===== config.mk =====
export PLATFORM = sky130hd
export DESIGN_NAME = midi_tx_pacer
export DESIGN_NICKNAME = d
export VERILOG_FILES = /design/src/rtl/midi_tx_pkg.sv /design/src/rtl/mtp_fifo.sv /design/src/rtl/mtp_pacer.sv /design/src/rtl/mtp_regs.sv /design/src/rtl/midi_tx_pacer.sv
export SDC_FILE = /design/constraint.sdc
export NUM_CORES = 1
export LEC_CHECK = 0
export ABC_CLOCK_PERIOD_IN_PS = 6000
export BUFFER_PORTS_ARGS = -buffer_cell sky130_fd_sc_hd__buf_4
export CORE_UTILIZATION = 65
export DETAILED_ROUTE_END_ITERATION = 7
export PLACE_DENSITY = 0.82
export SLEW_MARGIN = 20
export SYNTH_ARGS = -nofsm -noshare
export SYNTH_HDL_FRONTEND = slang
export SYNTH_SLANG_ARGS = --single-unit

===== constraint.sdc =====
create_clock -name clk -period 6 [get_ports clk]
set_input_delay 0.3 -clock clk [delete_from_list [all_inputs] [get_ports clk]]
set_output_delay 0.3 -clock clk [all_outputs]
set_load 0.05 [all_outputs]

===== src/rtl/midi_tx_pkg.sv =====
// Package: shared constants for the paced MIDI transmit queue.
// Assumes byte-wide registers; bit positions are decoded by software.
package midi_tx_pkg;
    localparam int unsigned BUS_W        = 8;
    localparam int unsigned TX_RST_BIT   = 3;
    localparam int unsigned TX_MASK_BIT  = 2;
    localparam int unsigned RX_RST_BIT   = 1;
    localparam int unsigned STAT_TRQ_BIT = 3;
    localparam int unsigned STAT_OVF_BIT = 7;
    localparam logic [BUS_W-1:0] CTRL_RESET_VAL =
        (BUS_W'(1) << TX_RST_BIT) | (BUS_W'(1) << RX_RST_BIT);
endpackage


===== src/rtl/mtp_fifo.sv =====
// Module: circular byte store with wrapping pointers and a separate empty flag.
// A pop is applied before a push in the same cycle. A push into a full store
// overwrites the oldest entry and advances the read pointer with it.
// Assumes pop is only requested while the store is not empty.
module mtp_fifo #(
    parameter int unsigned DATA_W = 8,
    parameter int unsigned ADDR_W = 4
) (
    input  logic              clk,
    input  logic              rst_n,
    input  logic              push,
    input  logic [DATA_W-1:0] push_data,
    input  logic              pop,
    output logic [DATA_W-1:0] head_data,
    output logic              empty,
    output logic              full,
    output logic              drain,
    output logic              overflow_evt
);
    localparam int unsigned DEPTH = 1 << ADDR_W;

    logic [DATA_W-1:0] mem [DEPTH];
    logic [ADDR_W-1:0] rd_ptr, wr_ptr, rd_inc, rd_mid, rd_nxt, wr_nxt;
    logic              empty_q, empty_mid, full_mid, empty_nxt;

    // Post-pop view of the store, then the push applied on top of it.
    always_comb begin
        rd_inc       = rd_ptr + 1'b1;
        drain        = pop && (rd_inc == wr_ptr);
        empty_mid    = empty_q || drain;
        rd_mid       = pop ? rd_inc : rd_ptr;
        full_mid     = !empty_mid && (rd_mid == wr_ptr);
        overflow_evt = push && full_mid;
        rd_nxt       = rd_mid;
        wr_nxt       = wr_ptr;
        empty_nxt    = empty_mid;
        if (push) begin
            wr_nxt    = wr_ptr + 1'b1;
            empty_nxt = 1'b0;
            if (empty_mid) begin
                rd_nxt = wr_ptr;
            end else if (full_mid) begin
                rd_nxt = rd_mid + 1'b1;
            end
        end
    end

    // Pointer and empty-flag registers.
    always_ff @(posedge clk) begin
        if (!rst_n) begin
            rd_ptr  <= '0;
            wr_ptr  <= '0;
            empty_q <= 1'b1;
        end else begin
            rd_ptr  <= rd_nxt;
            wr_ptr  <= wr_nxt;
            empty_q <= empty_nxt;
        end
    end

    // Storage write port.
    always_ff @(posedge clk) begin
        if (push) begin
            mem[wr_ptr] <= push_data;
        end
    end

    assign head_data = mem[rd_ptr];
    assign empty     = empty_q;
    assign full      = !empty_q && (rd_ptr == wr_ptr);

    AST_POP_NEEDS_DATA: assert property (@(posedge clk) disable iff (!rst_n)
        pop |-> !empty);
    AST_OVERFLOW_STAYS_FULL: assert property (@(posedge clk) disable iff (!rst_n)
        overflow_evt |=> full);
endmodule


===== src/rtl/mtp_pacer.sv =====
// Module: release pacing counter and registered output stage.
// Counts ticks while data is queued and the transmitter is not held; a zero
// count releases the head byte and reloads SPACING-1. A load request (write
// into an empty queue) restarts the spacing.
module mtp_pacer #(
    parameter int unsigned DATA_W  = 8,
    parameter int unsigned SPACING = 170
) (
    input  logic              clk,
    input  logic              rst_n,
    input  logic              tick,
    input  logic              hold,
    input  logic              q_empty,
    input  logic              load,
    input  logic [DATA_W-1:0] head_data,
    output logic              pop,
    output logic              tx_valid,
    output logic [DATA_W-1:0] tx_byte
);
    localparam int unsigned CNT_W = (SPACING > 1) ? $clog2(SPACING) : 1;
    localparam logic [CNT_W-1:0] RELOAD = CNT_W'(SPACING - 1);

    logic [CNT_W-1:0] cnt;
    logic             active;

    assign active = tick && !hold && !q_empty;
    assign pop    = active && (cnt == '0);

    // Pacing count: restart on load or release, otherwise step down per tick.
    always_ff @(posedge clk) begin
        if (!rst_n) begin
            cnt <= '0;
        end else if (load || pop) begin
            cnt <= RELOAD;
        end else if (active) begin
            cnt <= cnt - 1'b1;
        end
    end

    // Output stage: one-cycle strobe carrying the released byte.
    always_ff @(posedge clk) begin
        if (!rst_n) begin
            tx_valid <= 1'b0;
            tx_byte  <= '0;
        end else begin
            tx_valid <= pop;
            if (pop) begin
                tx_byte <= head_data;
            end
        end
    end

    AST_STROBE_SINGLE: assert property (@(posedge clk) disable iff (!rst_n)
        tx_valid |=> !tx_valid);
endmodule


===== src/rtl/mtp_regs.sv =====
// Module: control register, sticky status flags and interrupt output.
// Order inside one cycle: status-read clear, then release/overflow set, then
// data-write clear of the transmit request.
module mtp_regs
    import midi_tx_pkg::*;
(
    input  logic             clk,
    input  logic             rst_n,
    input  logic             ctrl_wr,
    input  logic             data_wr,
    input  logic [BUS_W-1:0] wr_data,
    input  logic             stat_rd,
    input  logic             drain,
    input  logic             overflow_evt,
    output logic [BUS_W-1:0] ctrl_q,
    output logic [BUS_W-1:0] status,
    output logic             irq
);
    logic trq_q, ovf_q;

    // Control register.
    always_ff @(posedge clk) begin
        if (!rst_n) begin
            ctrl_q <= CTRL_RESET_VAL;
        end else if (ctrl_wr) begin
            ctrl_q <= wr_data;
        end
    end

    // Sticky flags.
    always_ff @(posedge clk) begin
        if (!rst_n) begin
            trq_q <= 1'b0;
            ovf_q <= 1'b0;
        end else begin
            trq_q <= ((trq_q && !stat_rd) || drain) && !data_wr;
            ovf_q <= (ovf_q && !stat_rd) || overflow_evt;
        end
    end

    always_comb begin
        status               = '0;
        status[STAT_TRQ_BIT] = trq_q;
        status[STAT_OVF_BIT] = ovf_q;
    end

    assign irq = trq_q && !ctrl_q[TX_RST_BIT] && !ctrl_q[TX_MASK_BIT];

    AST_WRITE_CLEARS_REQ: assert property (@(posedge clk) disable iff (!rst_n)
        data_wr |=> !status[STAT_TRQ_BIT]);
    AST_READ_CLEARS: assert property (@(posedge clk) disable iff (!rst_n)
        (stat_rd && !drain && !overflow_evt) |=> (status == '0));
    AST_OVERFLOW_FLAG: assert property (@(posedge clk) disable iff (!rst_n)
        overflow_evt |=> status[STAT_OVF_BIT]);
endmodule


===== src/rtl/midi_tx_pacer.sv =====
// Module: top of the paced MIDI transmit queue.
// Decodes writes, joins the store, the pacer and the register block.
// Assumes tick is a synchronous enable and stat_rd a one-cycle strobe.
module midi_tx_pacer
    import midi_tx_pkg::*;
#(
    parameter int unsigned ADDR_W  = 4,
    parameter int unsigned SPACING = 170
) (
    input  logic             clk,
    input  logic             rst_n,
    input  logic             tick,
    input  logic             wr_en,
    input  logic             wr_sel,
    input  logic [BUS_W-1:0] wr_data,
    input  logic             stat_rd,
    output logic [BUS_W-1:0] status,
    output logic [BUS_W-1:0] ctrl_q,
    output logic             irq,
    output logic             tx_valid,
    output logic [BUS_W-1:0] tx_byte
);
    logic             ctrl_wr, data_wr, pop, q_empty, q_full, drain, ovf_evt, load;
    logic [BUS_W-1:0] head_data;

    assign ctrl_wr = wr_en && !wr_sel;
    assign data_wr = wr_en && wr_sel;
    assign load    = data_wr && (q_empty || drain);

    mtp_fifo #(.DATA_W(BUS_W), .ADDR_W(ADDR_W)) u_fifo (
        .clk(clk), .rst_n(rst_n), .push(data_wr), .push_data(wr_data),
        .pop(pop), .head_data(head_data), .empty(q_empty), .full(q_full),
        .drain(drain), .overflow_evt(ovf_evt)
    );

    mtp_pacer #(.DATA_W(BUS_W), .SPACING(SPACING)) u_pacer (
        .clk(clk), .rst_n(rst_n), .tick(tick), .hold(ctrl_q[TX_RST_BIT]),
        .q_empty(q_empty), .load(load), .head_data(head_data), .pop(pop),
        .tx_valid(tx_valid), .tx_byte(tx_byte)
    );

    mtp_regs u_regs (
        .clk(clk), .rst_n(rst_n), .ctrl_wr(ctrl_wr), .data_wr(data_wr),
        .wr_data(wr_data), .stat_rd(stat_rd), .drain(drain),
        .overflow_evt(ovf_evt), .ctrl_q(ctrl_q), .status(status), .irq(irq)
    );

    AST_HELD_NO_RELEASE: assert property (@(posedge clk) disable iff (!rst_n)
        ctrl_q[TX_RST_BIT] |=> !tx_valid);
    AST_FULL_BLOCKS_DRAIN: assert property (@(posedge clk) disable iff (!rst_n)
        q_full |-> !drain);
endmodule


Yosys cells after proc, flatten, opt, wreduce, memory -nomap -nowiden
Memory sizes are Yosys's and may differ from the RTL's. A register that Yosys moved wholly into a read port is not among the register bits.
Cells that the tools add are included.

operators by class
  $add $sub $neg = 4
  reduce and logical (&&, ||, !) cells = 29
  muxes and demuxes = 9
  bitwise gates (word level) = 1
  eq/ne operators = 2

operator list
  operator                                                             number
  4-bit two-way mux                                                    4
  8-bit two-way mux                                                    2
  1-bit logical AND                                                    14
  4-bit by 1-bit adder with 4-bit output (second input constant)       3
  4-bit equality test                                                  2
  1-bit zero test                                                      8
  8-bit zero test                                                      1
  8-bit by 1-bit subtractor with 8-bit output (second input constant)  1
  1-bit logical OR                                                     4
  1-bit two-way mux                                                    3
  2-bit nonzero test                                                   1
  2-bit OR reduction                                                   1
  1-bit inverter                                                       1

storage, ports and cells
  bits of input ports = 14
  output and inout bits = 26
  RAM bits = 128
  flip-flop bits (word level) = 28
  word-level logic and storage cells = 55
  memories = 1

memory list
  name        words  bits a word  rd ports  clocked after Yosys merged registers in  write ports  RTL line        text
  u_fifo.mem  16     8            1         1                                        1            mtp_fifo.sv:22  logic [DATA_W-1:0] mem [DEPTH];

Logic depth before layout (Yosys ltp)
  depth in word-level cells = 11
  depth in mapped cells = 11
  gate-level depth less buffers = 10

Cells and area by module
From an unflattened synthesis, not the netlist that was laid out.

second synthesis, totals
  cell total of the unflattened synthesis = 421
  area total of the unflattened synthesis = 6985.4 um2

modules (own cells, without submodules)
  module         cells each  area each (um2)  instances  seq. area each (um2)
  mtp_fifo       285         5695.5           1          4023.9
  mtp_pacer      90          817.0            1          340.3
  mtp_regs       43          446.7            1          200.2
  midi_tx_pacer  3           26.3             1          0.0

Worst setup path before layout
No wires, ideal clock.

  kind = register to register
  from = reg u_regs.ctrl_q[3]
  to = reg u_fifo.rd_ptr[1]
  arrival time = 2196 ps
  period minus slack after synthesis = 2331 ps
  buffers on the path = 1
  slack = 3669 ps
  library setup time = 135 ps
  cell stages (with the launch flop) = 9
  required time = 5865 ps
  cells stage by stage = dfxtp_1 -> or3b_4 -> nor4_4 -> buf_6 -> mux2_2 -> ha_1 -> nand2b_1 -> mux2i_1 -> a211oi_2

between the ends
  cells in the longest elaborated chain, start to end = 11
  elaborated cells between the ends (all ways) = 14
  those cells by class = add/sub: 1; eq/ne: 1; mux: 4; reduce/logical: 8

ends and longest elaborated chain
  what                                                                            RTL line         text
  from (decl)                                                                     mtp_regs.sv:15   output logic [BUS_W-1:0] ctrl_q,
  from (signal assigned)                                                          mtp_regs.sv:26   ctrl_q <= wr_data;
  1-bit zero test (*)                                                             mtp_pacer.sv:26  assign active = tick && !hold && !q_empty;
  1-bit logical AND (*) (2 in series)                                             mtp_pacer.sv:26
  1-bit logical AND (*)                                                           mtp_pacer.sv:27  assign pop = active && (cnt == '0);
  branches (longest 6 deep; another with 4-bit by 1-bit adder with 4-bit output)  -
  4-bit two-way mux (*)                                                           mtp_fifo.sv:37   if (push) begin
  to (signal assigned)                                                            mtp_fifo.sv:55   rd_ptr <= rd_nxt;
  to (decl)                                                                       mtp_fifo.sv:23   logic [ADDR_W-1:0] rd_ptr, wr_ptr, rd_inc, rd_mid, rd_nxt, wr_nxt;

Mark *: on every way between the ends.
A chain may end at the register's enable or synchronous reset.

Worst setup path after layout
  from = reg u_fifo.rd_ptr[1]
  to = reg u_fifo.rd_ptr[0]

between the ends
  cells in the longest elaborated chain, start to end = 9
  elaborated cells between the ends (all ways) = 11
  those cells by class = add/sub: 1; eq/ne: 2; mux: 4; reduce/logical: 4

ends and longest elaborated chain
  what                                    RTL line        text
  4-bit by 1-bit adder with 4-bit output  mtp_fifo.sv:28  rd_inc = rd_ptr + 1'b1;
  4-bit equality test                     mtp_fifo.sv:29  drain = pop && (rd_inc == wr_ptr);
  1-bit logical AND                       mtp_fifo.sv:29
  1-bit logical OR                        mtp_fifo.sv:30  empty_mid = empty_q || drain;
  1-bit zero test                         mtp_fifo.sv:32  full_mid = !empty_mid && (rd_mid == wr_ptr);
  1-bit logical AND                       mtp_fifo.sv:32
  4-bit two-way mux                       mtp_fifo.sv:42  end else if (full_mid) begin
  4-bit two-way mux (*)                   mtp_fifo.sv:40  if (empty_mid) begin
  4-bit two-way mux (*)                   mtp_fifo.sv:37

Mark *: on every way between the ends. The rest lies on a longest branch, timed or not.

==> reports/results.ini <==
[clock_tree]
clockRootBuffer = sky130_fd_sc_hd__clkbuf_8
post_cts.repair.setup_buffers = 0
ctsHoldBuffers = 0
post_cts_resize_count = 0
path_clk_slew_ns = 0.07
maximum_clock_path_buffer_count = 2
skew_pair_late_insertion_delay_ns = 0.53
tritoncts_clock_tree = yes
cts_inserted_buffers = 17
cts_max_level = 4
clkSinkCount = 164

[timing]
slew-limit-headroom = 0.385
unrepaired_setup_endpoints_after_global_routing = no
setup_viol_count_final = 0
final.setup_skew_ns = 0.00565
portion_of_the_clock_cycle_consumed_by_the_worst_path_in_the_final_layout = 0.590
final-hold-violation-count = 0
final.setup.tns_ns = 0
drv_slew = 0
max_clock_freq_ghz = 0.283
min_period_ns = 3.54
worst-slew-pin-transition_ns = 0.919

[layout]
final_nets = 473
layout.filler_cells = 602
fraction_of_final_layout_cells_with_drive_strength_greater_than_1 = 0.254
insertedDiodeCount = 0
postLayoutCoreUtil = 0.749
area_growth_syn_to_layout_pct = 12.3
instances_no_fill = 600

[detailed_routing]
drcViolationCount = 0
route.top_layer_used = met4
wirelength_met1_mm = 5.78
avgViaCountPerCell = 6.23
dr.pass1.iters = 5
met2RoutedLength_mm = 7.07
postRouteWirelength_mm = 13.9
detail_route.wl_per_cell_um = 23.2
met3WireLength_um = 795
dr_total_vias = 3739
drt.antenna.violating_nets = 0
drtIter0Drc = 339

[worst_setup_path]
crit_fanout = 23
crit_path_start = u_fifo.rd_ptr[1]$_SDFF_PN0_
crit_path_end_kind = flop
critical_path_arrival_ns = 3.96
setup.worst_path.class = flop to flop
cp.required_ns = 6.42
worstSetupStartpointType = flop
worst_r2r_path_depth = 8
r2r-start = u_fifo.rd_ptr[1]$_SDFF_PN0_

[worst_hold_path]
hold_depth = 1
min-delay-start = wr_data[4]
hold_path_class = input port to flop

[floorplan]
die_height_um = 105
fp-row-count = 37
pin_count = 40
core_area_um2 = 10300
initial_core_util = 0.667
total_die_area_um2 = 11000
die-width_um = 105

[synth]
syn_area_per_cell_um2 = 16.2
yosysWarnings = 0
yosys_most_used_dff = sky130_fd_sc_hd__edfxtp_1
synth_enable_flop_cells = 128
cell_types_occupying_the_most_area_after_synthesis = sky130_fd_sc_hd__edfxtp_1, sky130_fd_sc_hd__mux4_2, sky130_fd_sc_hd__dfxtp_1
synth_seq_area_share = 0.666
post_synth_top_area_share = 0.561
ys_ff_latch = 164
post_synth_top_area_cell = sky130_fd_sc_hd__edfxtp_1
synth.most_common_cell = sky130_fd_sc_hd__edfxtp_1
post_synth_instance_area_um2 = 6850
synth.distinct_cells = 46
synth.top_cells.by_count = sky130_fd_sc_hd__edfxtp_1, sky130_fd_sc_hd__mux4_2, sky130_fd_sc_hd__dfxtp_1
async_reset_ff_frac = 0
synthesis.instances = 423

[pwr]
totalPowerFinal_mw = 2.43
leakage_nw = 2.55
peakVddDrop_mv = 0.240
pwr_cell_area_nw_per_um2 = 316

[global_routing]
grt.total_usage = 0.281
grt_first_pass_wirelength_mm = 22.2
first_global_vias = 3854
grt_antenna_before_repair = 0
gr-total-overflow = 0
maximum_number_of_pins_on_one_net_before_global_route_repair = 36

[placed_design]
placed_cells = 568
globalplace.congestion = 0.786
port_buffers = 33
hpwlAfterDp_mm = 8.58

[status]
status = completed

[run]
timing.max_cap.violations = 0

==> logic make-up (layout without fill, tap and decap cells) <==
family / Yosys count / after routing / share of synthesized area
buf+inv: 40 / 76 / 0.0310
simple gates: 111 / 111 / 0.0822
xor+xnor: 17 / 17 / 0.0217
other cells: 1 / 6 / 0.000547
compound gates: 31 / 31 / 0.0358
mux: 51 / 51 / 0.148
flops: 164 / 164 / 0.666
fa+ha+maj: 8 / 8 / 0.0146
==> metal layers <==
metal	global-route usage	vias to the layer above
met5	0	-
met4	0.0986	0
met3	0.0536	26
met2	0.455	157
met1	0.387	1904
li1	-	1652
==> cell usage in the layout, fill, tap and decap left out, types with 9 or more instances in the layout <==
master                      synthesis  layout
sky130_fd_sc_hd__nor2_1            20      20
sky130_fd_sc_hd__nor2b_1           12      12
sky130_fd_sc_hd__clkbuf_16          0      16
sky130_fd_sc_hd__buf_4              9      36
sky130_fd_sc_hd__edfxtp_1         128     128
sky130_fd_sc_hd__nand2_1           35      35
sky130_fd_sc_hd__dfxtp_1           36      35
sky130_fd_sc_hd__xor2_1             9       9
sky130_fd_sc_hd__a21boi_0          10      10
sky130_fd_sc_hd__mux2i_1            9       9
sky130_fd_sc_hd__mux4_2            40      40
==> critical path, stage by stage (launching register included) <==
cell,delay (ns)
sky130_fd_sc_hd__dfxtp_1,0.86
sky130_fd_sc_hd__buf_4,0.44
sky130_fd_sc_hd__ha_1,0.25
sky130_fd_sc_hd__xor2_1,0.22
sky130_fd_sc_hd__xnor2_1,0.17
sky130_fd_sc_hd__a41oi_1,0.80
sky130_fd_sc_hd__nand3_1,0.17
sky130_fd_sc_hd__mux2_1,0.32
sky130_fd_sc_hd__and3_1,0.16
==> metrics by stage <==
step                      hold WS (ns)  setup WS (ns)  area, µm²
after floorplan                  0.399           3.67       6870
after global placement           0.454           2.64       7150
after detailed placement         0.462           2.53       7150
after CTS                       0.0796           2.50       7700
after global routing            0.0964           2.24       7700
final                           0.0909           2.46       7700
==> final cells by class <==
type	instances	area [µm²]	share of cell area
clock buffer	18	418	0.0543
multi-input combinational	224	2110	0.275
timing repair buffer	36	270	0.0351
clock inverter	14	129	0.0167
inverter	8	30.0	0.00390
tap	136	170	0.0221
sequential	164	4570	0.593
==> where the power goes <==
part | total, mW | switching (mW) | leakage [nW] | internal [mW]
logic | 0.176 | 0.103 | 0.848 | 0.0726
clock network | 1.00 | 0.448 | 0.258 | 0.555
registers | 1.25 | 0.0158 | 1.45 | 1.24
==> sequential cells by signal (all words and copies together) (netlist names) <==
register / cells
u_pacer.tx_byte: 8
u_regs.ctrl_q: 8
u_regs.trq_q: 1
u_pacer.cnt: 8
u_fifo.rd_ptr: 4
u_fifo.empty: 1
u_fifo.mem: 128
u_fifo.wr_ptr: 4
u_pacer.tx_valid: 1
u_regs.ovf_q: 1
==> worst paths after layout <==
| path | slack [ns] | endpoint |
|---|---|---|
| setup / recovery | 2.46 | u_fifo.rd_ptr[0]$_SDFF_PN0_ |
| hold reg to reg | 0.47 | u_regs.ctrl_q[5]$_SDFFE_PN0P_ |
| setup reg to reg | 2.46 | u_fifo.rd_ptr[0]$_SDFF_PN0_ |
| hold / removal | 0.09 | u_fifo.mem[8][4]$_DFFE_PP_ |
No activity file was read; power rests on OpenSTA's default activity.
